File: src/rtl/run_merge_pkg.sv
`timescale 1ns/1ps
package run_merge_pkg;
  typedef enum logic [2:0] {
    ST_START  = 3'd0,
    ST_WAIT_A = 3'd1,
    ST_WAIT_B = 3'd2,
    ST_BOTH   = 3'd3,
    ST_PASS_A = 3'd4,
    ST_PASS_B = 3'd5
  } merge_state_e;

  typedef enum logic [1:0] {
    SRC_NONE = 2'd0,
    SRC_A    = 2'd1,
    SRC_B    = 2'd2
  } src_sel_e;
endpackage

File: src/rtl/merge_cmp.sv
`timescale 1ns/1ps
module merge_cmp #(
  parameter int DATA_W = 8
) (
  input  logic [DATA_W-1:0] a_key,
  input  logic [DATA_W-1:0] b_key,
  output logic              a_wins
);
  // strictly greater: equal keys favour B
  always_comb a_wins = (a_key > b_key);
endmodule

File: src/rtl/merge_ctrl.sv
`timescale 1ns/1ps
module merge_ctrl
  import run_merge_pkg::*;
(
  input  logic     clk,
  input  logic     rst_n,
  input  logic     en,
  input  logic     a_valid,
  input  logic     b_valid,
  input  logic     a_eos,
  input  logic     b_eos,
  input  logic     a_wins,
  output logic     a_pop,
  output logic     b_pop,
  output src_sel_e sel,
  output logic     clr_eos
);
  merge_state_e st, st_nx;

  always_comb begin
    st_nx   = st;
    a_pop   = 1'b0;
    b_pop   = 1'b0;
    sel     = SRC_NONE;
    clr_eos = 1'b0;
    if (en) begin
      case (st)
        ST_START: begin
          if (a_valid && b_valid) st_nx = ST_BOTH;
          else if (a_valid)       st_nx = ST_WAIT_B;
          else if (b_valid)       st_nx = ST_WAIT_A;
        end
        ST_WAIT_A: if (a_valid) st_nx = ST_BOTH;
        ST_WAIT_B: if (b_valid) st_nx = ST_BOTH;
        ST_BOTH: begin
          if (a_valid && b_valid) begin
            clr_eos = 1'b1;
            if (a_wins) begin
              a_pop = 1'b1;
              sel   = SRC_A;
              if (a_eos) st_nx = ST_PASS_B;
            end else begin
              b_pop = 1'b1;
              sel   = SRC_B;
              if (b_eos) st_nx = ST_PASS_A;
            end
          end
        end
        ST_PASS_A: begin
          if (a_valid) begin
            a_pop = 1'b1;
            sel   = SRC_A;
            if (a_eos) st_nx = ST_START;
          end
        end
        ST_PASS_B: begin
          if (b_valid) begin
            b_pop = 1'b1;
            sel   = SRC_B;
            if (b_eos) st_nx = ST_START;
          end
        end
        default: st_nx = ST_START;
      endcase
    end
  end

  always_ff @(posedge clk) begin
    if (!rst_n) st <= ST_START;
    else        st <= st_nx;
  end

  AST_POP_A_NEEDS_VALID: assert property (@(posedge clk) disable iff (!rst_n)
    a_pop |-> a_valid);
  AST_POP_B_NEEDS_VALID: assert property (@(posedge clk) disable iff (!rst_n)
    b_pop |-> b_valid);
  AST_SINGLE_POP: assert property (@(posedge clk) disable iff (!rst_n)
    !(a_pop && b_pop));
  AST_OFF_STATE_HOLD: assert property (@(posedge clk) disable iff (!rst_n)
    !en |=> $stable(st));
  AST_TIE_TO_B: assert property (@(posedge clk) disable iff (!rst_n)
    (st == ST_BOTH && b_pop) |-> !a_wins);
  AST_START_NO_POP: assert property (@(posedge clk) disable iff (!rst_n)
    (st == ST_START || st == ST_WAIT_A || st == ST_WAIT_B) |-> !(a_pop || b_pop));
endmodule

File: src/rtl/merge_out_reg.sv
`timescale 1ns/1ps
module merge_out_reg #(
  parameter int WORD_W  = 10,
  parameter int EOS_BIT = 8
) (
  input  logic              clk,
  input  logic              rst_n,
  input  logic              load,
  input  logic              clr_eos,
  input  logic [WORD_W-1:0] word_in,
  output logic              out_valid,
  output logic [WORD_W-1:0] out_word
);
  localparam logic [WORD_W-1:0] EOS_MASK = WORD_W'(1) << EOS_BIT;

  always_ff @(posedge clk) begin
    if (!rst_n) begin
      out_valid <= 1'b0;
      out_word  <= '0;
    end else begin
      out_valid <= load;
      if (load) out_word <= clr_eos ? (word_in & ~EOS_MASK) : word_in;
    end
  end

  AST_LOAD_EMITS: assert property (@(posedge clk) disable iff (!rst_n)
    load |=> out_valid);
  AST_IDLE_SILENT: assert property (@(posedge clk) disable iff (!rst_n)
    !load |=> !out_valid);
  AST_CLEARED_FLAG: assert property (@(posedge clk) disable iff (!rst_n)
    (load && clr_eos) |=> !out_word[EOS_BIT]);
endmodule

File: src/rtl/run_merger.sv
`timescale 1ns/1ps
module run_merger
  import run_merge_pkg::*;
#(
  parameter int DATA_W = 8
) (
  input  logic              clk,
  input  logic              rst_n,
  input  logic              en,
  input  logic              a_valid,
  output logic              a_ready,
  input  logic [DATA_W+1:0] a_word,
  input  logic              b_valid,
  output logic              b_ready,
  input  logic [DATA_W+1:0] b_word,
  output logic              out_valid,
  output logic [DATA_W+1:0] out_word
);
  localparam int WORD_W  = DATA_W + 2;
  localparam int EOS_BIT = DATA_W;

  logic        a_wins, clr_eos;
  src_sel_e    sel;
  logic [WORD_W-1:0] pick;

  merge_cmp #(.DATA_W(DATA_W)) u_cmp (
    .a_key (a_word[DATA_W-1:0]),
    .b_key (b_word[DATA_W-1:0]),
    .a_wins(a_wins)
  );

  merge_ctrl u_ctrl (
    .clk    (clk),
    .rst_n  (rst_n),
    .en     (en),
    .a_valid(a_valid),
    .b_valid(b_valid),
    .a_eos  (a_word[EOS_BIT]),
    .b_eos  (b_word[EOS_BIT]),
    .a_wins (a_wins),
    .a_pop  (a_ready),
    .b_pop  (b_ready),
    .sel    (sel),
    .clr_eos(clr_eos)
  );

  always_comb begin
    case (sel)
      SRC_A:   pick = a_word;
      SRC_B:   pick = b_word;
      default: pick = '0;
    endcase
  end

  merge_out_reg #(.WORD_W(WORD_W), .EOS_BIT(EOS_BIT)) u_out (
    .clk      (clk),
    .rst_n    (rst_n),
    .load     (sel != SRC_NONE),
    .clr_eos  (clr_eos),
    .word_in  (pick),
    .out_valid(out_valid),
    .out_word (out_word)
  );

  AST_OFF_NO_OUTPUT: assert property (@(posedge clk) disable iff (!rst_n)
    !en |=> !out_valid);
  AST_OFF_NO_READY: assert property (@(posedge clk) disable iff (!rst_n)
    !en |-> !(a_ready || b_ready));
  AST_TAKE_EMITS: assert property (@(posedge clk) disable iff (!rst_n)
    ((a_valid && a_ready) || (b_valid && b_ready)) |=> out_valid);
endmodule

File: config.mk
export PLATFORM = sky130hd
export DESIGN_NAME = run_merger
export DESIGN_NICKNAME = d
export VERILOG_FILES = /design/src/rtl/run_merge_pkg.sv /design/src/rtl/merge_cmp.sv /design/src/rtl/merge_ctrl.sv /design/src/rtl/merge_out_reg.sv /design/src/rtl/run_merger.sv
export SDC_FILE = /design/constraint.sdc
export NUM_CORES = 1
export LEC_CHECK = 0
export ABC_AREA = 0
export BUFFER_PORTS_ARGS = -buffer_cell sky130_fd_sc_hd__buf_2
export CAP_MARGIN = 20
export CORE_ASPECT_RATIO = 0.75
export CORE_MARGIN = 8
export CORE_UTILIZATION = 40
export CTS_CLUSTER_SIZE = 24
export DETAILED_ROUTE_END_ITERATION = 8
export PLACE_DENSITY = 0.66
export SYNTH_ARGS = -nofsm -noshare
export SYNTH_HDL_FRONTEND = slang
export SYNTH_SLANG_ARGS = --single-unit
File: constraint.sdc
create_clock -name clk -period 4.9 [get_ports clk]
set_clock_uncertainty 0.2 [all_clocks]
set_input_delay 0.735 -clock clk [delete_from_list [all_inputs] [get_ports clk]]
set_output_delay 0.735 -clock clk [all_outputs]
set_load 0.03 [all_outputs]
==> reports/qor.csv, run 1 <==
stage,metric,value,unit
outcome,status,"complete, no violations",
placed_design,dpl ws,1233,ps
sta,relative slew slack,69.05,%
power_and_ir_drop,Overall Power,293.2,uW
floorplan,Total Die Area,4742,sq um
clock_network,"Reg clk slew, reported paths",70,ps
power_and_ir_drop,Clock Power Share,39.8,%
floorplan,core footprint,2623,sq um
placed_design,GP Congestion,0.8202,
global_route,initial antenna violation count,0,
floorplan,Initial Utilization,42.41,%
clock_network,Clock Sink Count,14,
synth,Post-synth EDFFs,0,
min_path,Hold Crit Class,reg2reg,
power_and_ir_drop,Net Switching,78.80,uW
layout,Final Core Density,51.57,%
synth,"Cell Area, Synth",1112,sq um
power_and_ir_drop,sequential share of power,41.5,%
synth,prevailing post-synth register cell,dfxtp_1,
placed_design,placed inst area,1297,sq um
global_route,vias in the first global route,1059,
detailed_routing,routed vias/inst,5.341,
placed_design,cell total after placement,204,
synth,asr flop ratio synth,0,%
power_and_ir_drop,switching share of power,26.88,%
clock_network,Post-CTS Setup Inserts,0,
sta,Setup TNS,0,ps
critical_path,crit-path max FO,12,
sta,final hold slack,341.5,ps
global_route,first-pass GRT wire length,4.947,mm
detailed_routing,Routed WL,2.991,mm
layout,Final Non-Filler Cells,208,
detailed_routing,DR pass1 iterations,4,
clock_network,hold_buf cts,0,
power_and_ir_drop,maximum vdd ir drop,128.1,uV
power_and_ir_drop,power per cell area,216.8,nW/um^2
sta,fin crit share,70.03,%
sta,"Setup violations, final",0,
floorplan,Die X,76.89,microns
sta,unrepaired setup endpoints after global routing,false,
floorplan,Die Ht,61.67,microns
critical_path,Worst Path Arrival,3370,ps
clock_network,total CTS buffers,3,
global_route,grt ovf,0,
detailed_routing,drc violations,0,
layout,n_diodes,0,
run,maxcap violations,0,
power_and_ir_drop,Power Internal,214.4,uW
global_route,Total GRT Usage,12.90,%
sta,final max-slew violation count,0,
synth,Synth Instances,140,
detailed_routing,Routed wire per std cell,14.38,microns
sta,Final Hold Viols,0,
critical_path,CP Data Required Time,4840,ps
clock_network,worst skew pair latency,250,ps
sta,Final min period,3431,ps
power_and_ir_drop,leakage power,0.6188,nW
layout,NumNets Final,209,
synth,post-synth cell types,39,
critical_path,Setup crit end kind,register,
placed_design,HPWL after detailed placement,2.364,mm
critical_path,crit path kind,in2reg,
clock_network,Clock Path Buffers,2,
synth,YS warnings,0,
layout,ratio of cells with drive above 1 in the final layout,27.33,%
detailed_routing,first-iteration detailed-routing DRC count,53,
synth,part of the Yosys area used for sequential elements,25.20,%
floorplan,I/O pins,38,
floorplan,# rows,16,
sta,Max Freq,0.2914,GHz
placed_design,# port buffers,37,
clock_network,CTS resizes,0,
global_route,largest net degree at the start of global routing,17,
sta,Slew @ Worst Pin,460.8,ps
critical_path,Startpoint Class,primary input,
synth,Mapped Avg Cell Area,7.945,sq um
synth,Synthesized Nets,176,
clock_network,H-tree Lvls,1,
power_and_ir_drop,combinational power share,18.7,%
layout,Synth-to-Final Area Change,21.60,%
detailed_routing,Via Count,1111,
detailed_routing,Final ANT Viol Nets,0,
clock_network,root buf cell,clkbuf_8,
sta,Final WS setup,1469,ps
synth,Yosys reg bits,14,
clock_network,CTS tree,built,
layout,fin area,1353,sq um
worst paths after layout:
kind                          start                 to  slack, ps  cells past startpoint
hold reg to reg   u_out.out_word[8]  u_out.out_word[8]        340                      2
hold / removal    u_out.out_word[8]  u_out.out_word[8]        340                      2
setup / recovery          a_word[5]  u_out.out_word[6]       1470                     11
setup reg to reg       u_ctrl.st[1]  u_out.out_word[8]       1950                      9
logic make-up after synthesis:
kind of cell               count (synthesis)  share of synthesized area, %
AOI/OAI and AO/OA                         44                         27.67
and+or+nand+nor                           51                         25.87
muxes                                      2                         1.800
buffers and inverters                     18                         7.086
adders and majority gates                 11                         12.37
DFF                                       14                         25.20
flip-flops by register name, indices dropped and copies added, names as in the netlist:
register,flops
u_out.out_word,10
u_ctrl.st,3
u_out.out_valid,1
cells in the final DEF, fill, tap and decap left out, drive strengths merged:
cell      n
a2111oi   1
a211o     1
a211oi    2
a21boi    1
a21o      1
a21oi     5
a22o      1
a22oi    10
a31o      2
and2     11
and3b     1
and4bb    1
buf      37
clkbuf    4
dfxtp    14
ha       11
inv       9
mux2i     2
nand2    16
nand2b    2
nand3     1
nand3b    1
nand4     2
nor2      6
nor2b     5
nor3      1
nor3b     1
nor4b     2
o21a      4
o21ai    12
o21bai    1
o221a     1
o221ai    1
o22ai     1
or3b      1
cells in the mapped netlist, types with 2 or more instances:
cell / count / share of area, %
a22oi_1: 10 / 6.7
mux2i_1: 2 / 1.8
ha_1: 11 / 12
o21a_1: 4 / 2.7
a21oi_1: 5 / 2.2
inv_1: 9 / 3.0
nand2_1: 16 / 5.4
and2_1: 11 / 6.2
buf_2: 3 / 1.3
nand4_1: 2 / 1.1
a211oi_1: 2 / 1.3
clkbuf_1: 5 / 1.7
a31o_1: 2 / 1.6
nor4b_1: 2 / 1.6
nor2b_1: 4 / 2.2
o21ai_0: 10 / 4.5
nand2b_1: 2 / 1.1
nor2_1: 6 / 2.0
dfxtp_1: 14 / 25
per-layer routing:
layer	global-route usage, %	vias to the layer above	routed length (microns)
met2	21.11	32	1342
met3	2.332	5	126
met1	16.62	511	1474
met5	0	-	0
li1	-	563	-
met4	5.177	0	46
power groups by stage:
stage               Combinational (mW)  Sequential [mW]  Clock [mW]
CTS                             0.0549            0.122       0.116
detailed placement              0.0544            0.124           0
global placement                0.0527            0.124           0
floorplan                       0.0416            0.119           0
global route                    0.0616            0.122       0.120
finish                          0.0548            0.122       0.117
critical path, cell delays in order:
cell and delay [ps]:
buf_2 110, ha_1 300, a211o_1 260, a21oi_1 280, a21o_1 250, nor2b_1 100, o21ai_0 250, ha_1 420
nand2b_1 340, o21ai_0 160, and2_1 170
layout make-up:
| cell class | instances | area (sq um) |
|---|---|---|
| Clock buffer | 4 | 55.05 |
| Fill cell | 263 | 1270 |
| Inverter | 9 | 33.78 |
| Multi-Input combinational cell | 108 | 753.2 |
| Sequential cell | 14 | 280.3 |
| Tap cell | 36 | 45.04 |
| Timing Repair Buffer | 37 | 185.2 |
(Power assumes the default switching activity.)
==> run 2, diff against run 1 <==
- clock period: 4.9 -> 3.19 ns (I/O delays scaled with it)
==> run 2 against run 1 <==
Net effect:
- cell area grew 1.1%
- critical path depth grew 1
- largest power group unchanged
- non-clock buffer count grew 2
- wire length grew 2.0%
- combinational power grew 59%
- critical endpoint is now u_out.out_word[8]
- worst setup slack lost 1200 ps
- register-to-register slack lost 1500 ps
- clock-buffer cell count is the same
==> reports/qor.csv, run 2 (synthesized netlist as in run 1, its figures left out) <==
stage,metric,value,unit,change
layout,n_diodes,0,,unchanged
critical_path,crit path kind,in2reg,,
detailed_routing,DR pass1 iterations,4,,unchanged
power_and_ir_drop,leakage power,0.6276,nW,+1.4%
layout,fill count,258,,-1.9%
detailed_routing,Routed wire per std cell,14.53,microns,+1.1%
layout,Biggest register,u_out.out_word,,
layout,fin area,1368,sq um,+1.1%
global_route,vias in the first global route,1082,,+2.2%
clock_network,CTS resizes,0,,unchanged
layout,Synth-to-Final Area Change,22.95,%,
sta,Final min period,2920,ps,
clock_network,Clock Path Buffers,2,,unchanged
floorplan,I/O pins,38,,unchanged
critical_path,crit-path max FO,10,,-2
critical_path,CP Data Required Time,3180,ps,-1660 ps
placed_design,# port buffers,37,,unchanged
layout,Final Core Density,52.15,%,+0.57 points
clock_network,worst skew pair latency,250,ps,about the same
critical_path,CP max stage cell,ha_1,,
placed_design,placed inst area,1313,sq um,+1.2%
detailed_routing,max layer used,met4,,
clock_network,H-tree Lvls,1,,unchanged
critical_path,Worst Path Arrival,2910,ps,-460 ps
power_and_ir_drop,sequential share of power,41.2,%,-0.3 points
sta,Final Hold Viols,0,,unchanged
sta,relative slew slack,66.99,%,-2.1 points
power_and_ir_drop,Clock Power Share,39.8,%,about the same
global_route,initial antenna violation count,0,,unchanged
floorplan,Die Ht,61.67,microns,unchanged
power_and_ir_drop,Net Switching,124.8,uW,+58%
floorplan,Initial Utilization,42.41,%,unchanged
sta,Final WS setup,270.4,ps,-1198 ps
clock_network,CTS tree,built,,
layout,max FFs per register,10,,unchanged
detailed_routing,Routed WL,3.052,mm,+2.0%
sta,Max Freq,0.3425,GHz,
critical_path,critical-path cell list,buf_2 -> ha_1 -> a211o_1 -> a21oi_1 -> a21o_1 -> nor2b_1 -> o21ai_0 -> ha_1 -> a22oi_1 -> a211oi_1 -> a21oi_1 -> nor2b_1,,
clock_network,Post-CTS Setup Inserts,0,,unchanged
layout,most frequent cells in the layout,"37 x buf_2, 16 x nand2_1, 14 x dfxtp_1",,
detailed_routing,first-iteration detailed-routing DRC count,52,,-1.9%
min_path,Hold Crit Class,reg2reg,,
clock_network,root buf cell,clkbuf_8,,
power_and_ir_drop,Overall Power,456.3,uW,+56%
global_route,Total GRT Usage,13.11,%,+0.22 points
sta,fin crit share,91.52,%,
critical_path,"Largest delay share family, worst path",compound AO/OA/AOI/OAI gates,,
layout,largest registers,"u_out.out_word (10), u_ctrl.st (3), u_out.out_valid (1)",,
power_and_ir_drop,maximum vdd ir drop,196.1,uV,+53%
clock_network,hold_buf cts,0,,unchanged
sta,final max-slew violation count,0,,unchanged
layout,area of the multi-input gates,753.2,sq um,unchanged
floorplan,Total Die Area,4742,sq um,unchanged
layout,"commonest non-fill, non-tap cell in the layout",buf_2,,
global_route,first-pass GRT wire length,4.940,mm,-0.14%
global_route,grt ovf,0,,unchanged
sta,"Setup violations, final",0,,unchanged
critical_path,Crit path largest cell delay,450,ps,+30 ps
clock_network,Clock Sink Count,14,,unchanged
layout,NumNets Final,211,,+0.96%
floorplan,core footprint,2623,sq um,unchanged
detailed_routing,WL met3,161,microns,+28%
global_route,largest net degree at the start of global routing,17,,unchanged
detailed_routing,routed vias/inst,5.348,,+0.12%
clock_network,"Reg clk slew, reported paths",60,ps,about the same
detailed_routing,Met2 Wirelength,1.379,mm,+2.8%
placed_design,GP Congestion,0.7999,,-2.5%
power_and_ir_drop,combinational power share,19.0,%,+0.3 points
critical_path,Startpoint Class,primary input,,
floorplan,# rows,16,,unchanged
power_and_ir_drop,switching share of power,27.35,%,+0.47 points
sta,Slew @ Worst Pin,491.4,ps,+30.65 ps
layout,register area,280.3,sq um,unchanged
critical_path,Buffers & Inverters on Critical Path,1,,unchanged
placed_design,HPWL after detailed placement,2.454,mm,+3.8%
detailed_routing,Via Count,1123,,+1.1%
outcome,status,"complete, no violations",,
floorplan,Die X,76.89,microns,unchanged
clock_network,total CTS buffers,3,,unchanged
sta,unrepaired setup endpoints after global routing,false,,
power_and_ir_drop,power per cell area,333.6,nW/um^2,+54%
placed_design,dpl ws,27.25,ps,-1206 ps
detailed_routing,drc violations,0,,unchanged
detailed_routing,met1 WL,1.474,mm,unchanged
layout,ratio of cells with drive above 1 in the final layout,28.16,%,+0.84 points
sta,Setup TNS,0,ps,unchanged
detailed_routing,Final ANT Viol Nets,0,,unchanged
run,maxcap violations,0,,unchanged
power_and_ir_drop,Power Internal,331.5,uW,+55%
critical_path,Setup crit end kind,register,,
[run 2: changes by cell type in the layout (fill, tap and decap cells not counted), sizes merged]
| cell | change |
|---|---|
| buf | +2 |
[run 2: power groups by stage]
stage / sequential, mW / combinational (mW) / clock (mW)
global route: 0.188 / 0.0974 / 0.194
CTS: 0.187 / 0.0866 / 0.188
floorplan: 0.183 / 0.0639 / 0
detailed placement: 0.191 / 0.0860 / 0
global placement: 0.191 / 0.0840 / 0
finish: 0.188 / 0.0869 / 0.182
[run 2: layout make-up]
type | instances | share of cell area, %
well taps | 36 | 3.294
multi-input cells | 108 | 55.08
inverters | 9 | 2.470
flip-flops and latches | 14 | 20.49
repair buffers | 39 | 14.64
clock buffers | 4 | 4.026
[run 2: per-layer routing]
metal	GRT usage [%]	up-vias
met1	15.94	517
met5	0	-
met3	3.936	4
li1	-	567
met2	21.71	35
met4	4.905	0
[run 2: stage by stage]
stage,cells,hold WS [ps]
2_1_floorplan,140,397.6
3_3_place_gp,206,298.9
3_5_place_dp,206,307.2
4_1_cts,210,322.3
5_1_grt,210,370.3
6_report,210,317.2
[run 2: worst paths after layout]
| check | start | end | slack [ps] | cells after the start |
|---|---|---|---|---|
| setup / recovery | a_word[5] | u_out.out_word[8] | 270 | 12 |
| hold / removal | u_out.out_word[8] | u_out.out_word[8] | 320 | 2 |
| setup reg to reg | u_ctrl.st[1] | u_out.out_word[0] | 410 | 8 |
| hold reg to reg | u_out.out_word[8] | u_out.out_word[8] | 320 | 2 |
[run 2: tightest hold or removal path, stage by stage, from the launching register on]
cell and delay (ps):
dfxtp_1 330, a21oi_1 70, nor2b_1 90
==> run 3, diff against run 2 <==
- CORE_ASPECT_RATIO: 0.75 -> 1.4
- SETUP_SLACK_MARGIN: not set -> 0.4
==> run 3 against run 2 <==
Net effect:
- combinational power grew 14%
- worst setup slack improved by 220 ps
- via count shrank 0.45%
- cell count increased by 1.9%
- wire length did not move
- maximum frequency is 8.0% higher
- global-route usage down 1.1 points
- sequential power barely moved
- largest power group unchanged
==> reports/qor.csv, run 3 (synthesized netlist as in run 1, its figures left out) <==
stage,metric,value,unit,change
floorplan,Total Die Area,4748,sq um,+0.13%
critical_path,end of the worst register-to-register path,u_out.out_word[5],,
floorplan,Die X,60.57,microns,-21%
critical_path,CP Data Required Time,3170,ps,about the same
detailed_routing,Via Count,1118,,-0.45%
placed_design,GP Congestion,0.7852,,-1.8%
floorplan,Initial Utilization,42.09,%,-0.32 points
clock_network,CTS tree,built,,
floorplan,Die Ht,78.40,microns,+27%
min_path,Hold Path Cell Cnt,2,,unchanged
power_and_ir_drop,Overall Power,414.3,uW,-9.2%
clock_network,H-tree Lvls,1,,unchanged
global_route,vias in the first global route,1093,,+1.0%
detailed_routing,Routed WL,3.052,mm,unchanged
power_and_ir_drop,maximum vdd ir drop,236.0,uV,+20%
clock_network,root buf cell,clkbuf_4,,
min_path,Hold Crit Class,reg2reg,,
sta,relative slew slack,76.07,%,+9.1 points
critical_path,Buffers & Inverters on Critical Path,3,,+2
min_path,WHS Endpoint,u_out.out_word[8],,
min_path,HP Start,u_out.out_word[8],,
layout,"commonest non-fill, non-tap cell in the layout",buf_2,,
layout,most frequent cells in the layout,"36 x buf_2, 16 x nand2_1, 14 x dfxtp_1",,
run,maxcap violations,0,,unchanged
floorplan,# rows,22,,+6
critical_path,CP max stage cell,ha_1,,
sta,fin crit share,84.72,%,-6.8 points
sta,Final min period,2702,ps,-217.1 ps
global_route,grt ovf,0,,unchanged
sta,Final Hold Viols,0,,unchanged
layout,max FFs per register,10,,unchanged
sta,Max Freq,0.3700,GHz,+8.0%
global_route,Total GRT Usage,12.05,%,-1.1 points
critical_path,worst r2r path cells,9,,+1
layout,Synth-to-Final Area Change,31.38,%,
clock_network,Clock Sink Count,14,,unchanged
sta,final max-slew violation count,0,,unchanged
floorplan,I/O pins,38,,unchanged
critical_path,crit path kind,in2reg,,
placed_design,HPWL after detailed placement,2.389,mm,-2.7%
clock_network,hold_buf cts,0,,unchanged
critical_path,cell depth of the worst setup path,13,,+1
layout,n_diodes,0,,unchanged
sta,Slew @ Worst Pin,358.4,ps,-133.0 ps
clock_network,"Reg clk slew, reported paths",90,ps,+30 ps
placed_design,# port buffers,37,,unchanged
clock_network,total CTS buffers,3,,unchanged
detailed_routing,first-iteration detailed-routing DRC count,33,,-37%
power_and_ir_drop,power per cell area,283.5,nW/um^2,-15%
floorplan,core footprint,2643,sq um,+0.76%
global_route,first-pass GRT wire length,4.602,mm,-6.8%
critical_path,"Largest delay share family, worst path",compound AO/OA/AOI/OAI gates,,
power_and_ir_drop,leakage power,0.6421,nW,+2.3%
critical_path,crit-path max FO,6,,-4
sta,Setup TNS,0,ps,unchanged
global_route,largest net degree at the start of global routing,17,,unchanged
critical_path,r2r startpoint,u_ctrl.st[1],,
layout,largest registers,"u_out.out_word (10), u_ctrl.st (3), u_out.out_valid (1)",,
sta,"Setup violations, final",0,,unchanged
detailed_routing,Routed wire per std cell,14.26,microns,-1.9%
clock_network,worst skew pair latency,280,ps,+30 ps
critical_path,critical-path cell list,buf_2 -> inv_1 -> ha_1 -> nand4_1 -> o21bai_4 -> a21o_1 -> a22o_1 -> and2_4 -> ha_4 -> buf_4 -> a22oi_1 -> o21ai_0 -> and2_1,,
layout,NumNets Final,215,,+1.9%
critical_path,Setup crit end kind,register,,
detailed_routing,drc violations,0,,unchanged
critical_path,Worst Path Arrival,2680,ps,-230 ps
critical_path,Startpoint Class,primary input,,
global_route,initial antenna violation count,0,,unchanged
detailed_routing,routed vias/inst,5.224,,-2.3%
layout,Biggest register,u_out.out_word,,
layout,ratio of cells with drive above 1 in the final layout,36.52,%,+8.4 points
critical_path,Crit path largest cell delay,280,ps,-170 ps
sta,unrepaired setup endpoints after global routing,false,,
detailed_routing,Final ANT Viol Nets,0,,unchanged
critical_path,Worst R2R Setup Slack,690,ps,+280 ps
outcome,status,"complete, no violations",,
detailed_routing,DR pass1 iterations,4,,unchanged
clock_network,Clock Path Buffers,2,,unchanged
run 3: cell count changes in the layout (fill, tap and decap cells not counted), sizes merged:
| cell | previous run | this run |
|---|---|---|
| buf | 39 | 43 |
run 3: cell type report:
| cell class | count | area [sq um] |
|---|---|---|
| Tap cell | 36 | 45.04 |
| Sequential cell | 14 | 280.3 |
| Multi-Input combinational cell | 108 | 829.5 |
| Clock buffer | 4 | 36.28 |
| Inverter | 9 | 33.78 |
| Fill cell | 272 | 1181 |
| Timing Repair Buffer | 43 | 236.5 |
run 3: worst max path at each step:
stage	slack, ps	from	end
global placement	130	a_word[5]	u_out.out_word[8]
CTS	400	a_word[5]	u_out.out_word[9]
finish	490	b_word[5]	u_out.out_word[5]
floorplan	390	b_word[5]	u_out.out_word[8]
global route	400	b_word[4]	a_ready
detailed placement	40	a_word[5]	u_out.out_word[8]
run 3: worst register-to-register path, stage by stage (launching register included):
cell and delay [ps]:
dfxtp_1 540, nand2_1 140, nor3_2 280, nor2b_1 270, o21ai_1 150, ha_4 210
buf_4 160, a22oi_1 200, o21ai_0 100, and2_1 160
run 3: stage by stage:
step / util, % / cells / setup slack, ps / instance area [sq um] / hold WS, ps
final: 55.30 / 214 / 487.6 / 1461 / 323.1
after global routing: 55.30 / 214 / 401.6 / 1461 / 354.5
after CTS: 51.14 / 210 / 395.9 / 1351 / 329.2
after detailed placement: 49.67 / 206 / 42.79 / 1313 / 305.4
after global placement: 49.67 / 206 / 126.7 / 1313 / 297.9
after floorplan: - / 140 / 385.4 / 1115 / 397.6
run 3: where the power goes:
part	internal [mW]	switching, mW	leakage (nW)
combinational	0.0502	0.0488	0.508
clock	0.0694	0.0590	0.0210
sequential	0.178	0.00896	0.113
run 3: layer usage:
metal  track usage [%]  wire length, microns  up-vias
li1                  -                     -      579
met1             13.64                  1257      509
met4             2.810                    29        0
met2             21.55                  1590       26
met3             2.773                   174        4
met5                 0                     0        -
run 3: repair_timing:
action	4_1_cts	5_1_grt
endpoints found under the setup margin	4	12
gates cloned	0	0
pin swaps	0	4
setup buffers	0	4
gates resized for setup	1	19
hold endpoints to repair	0	0
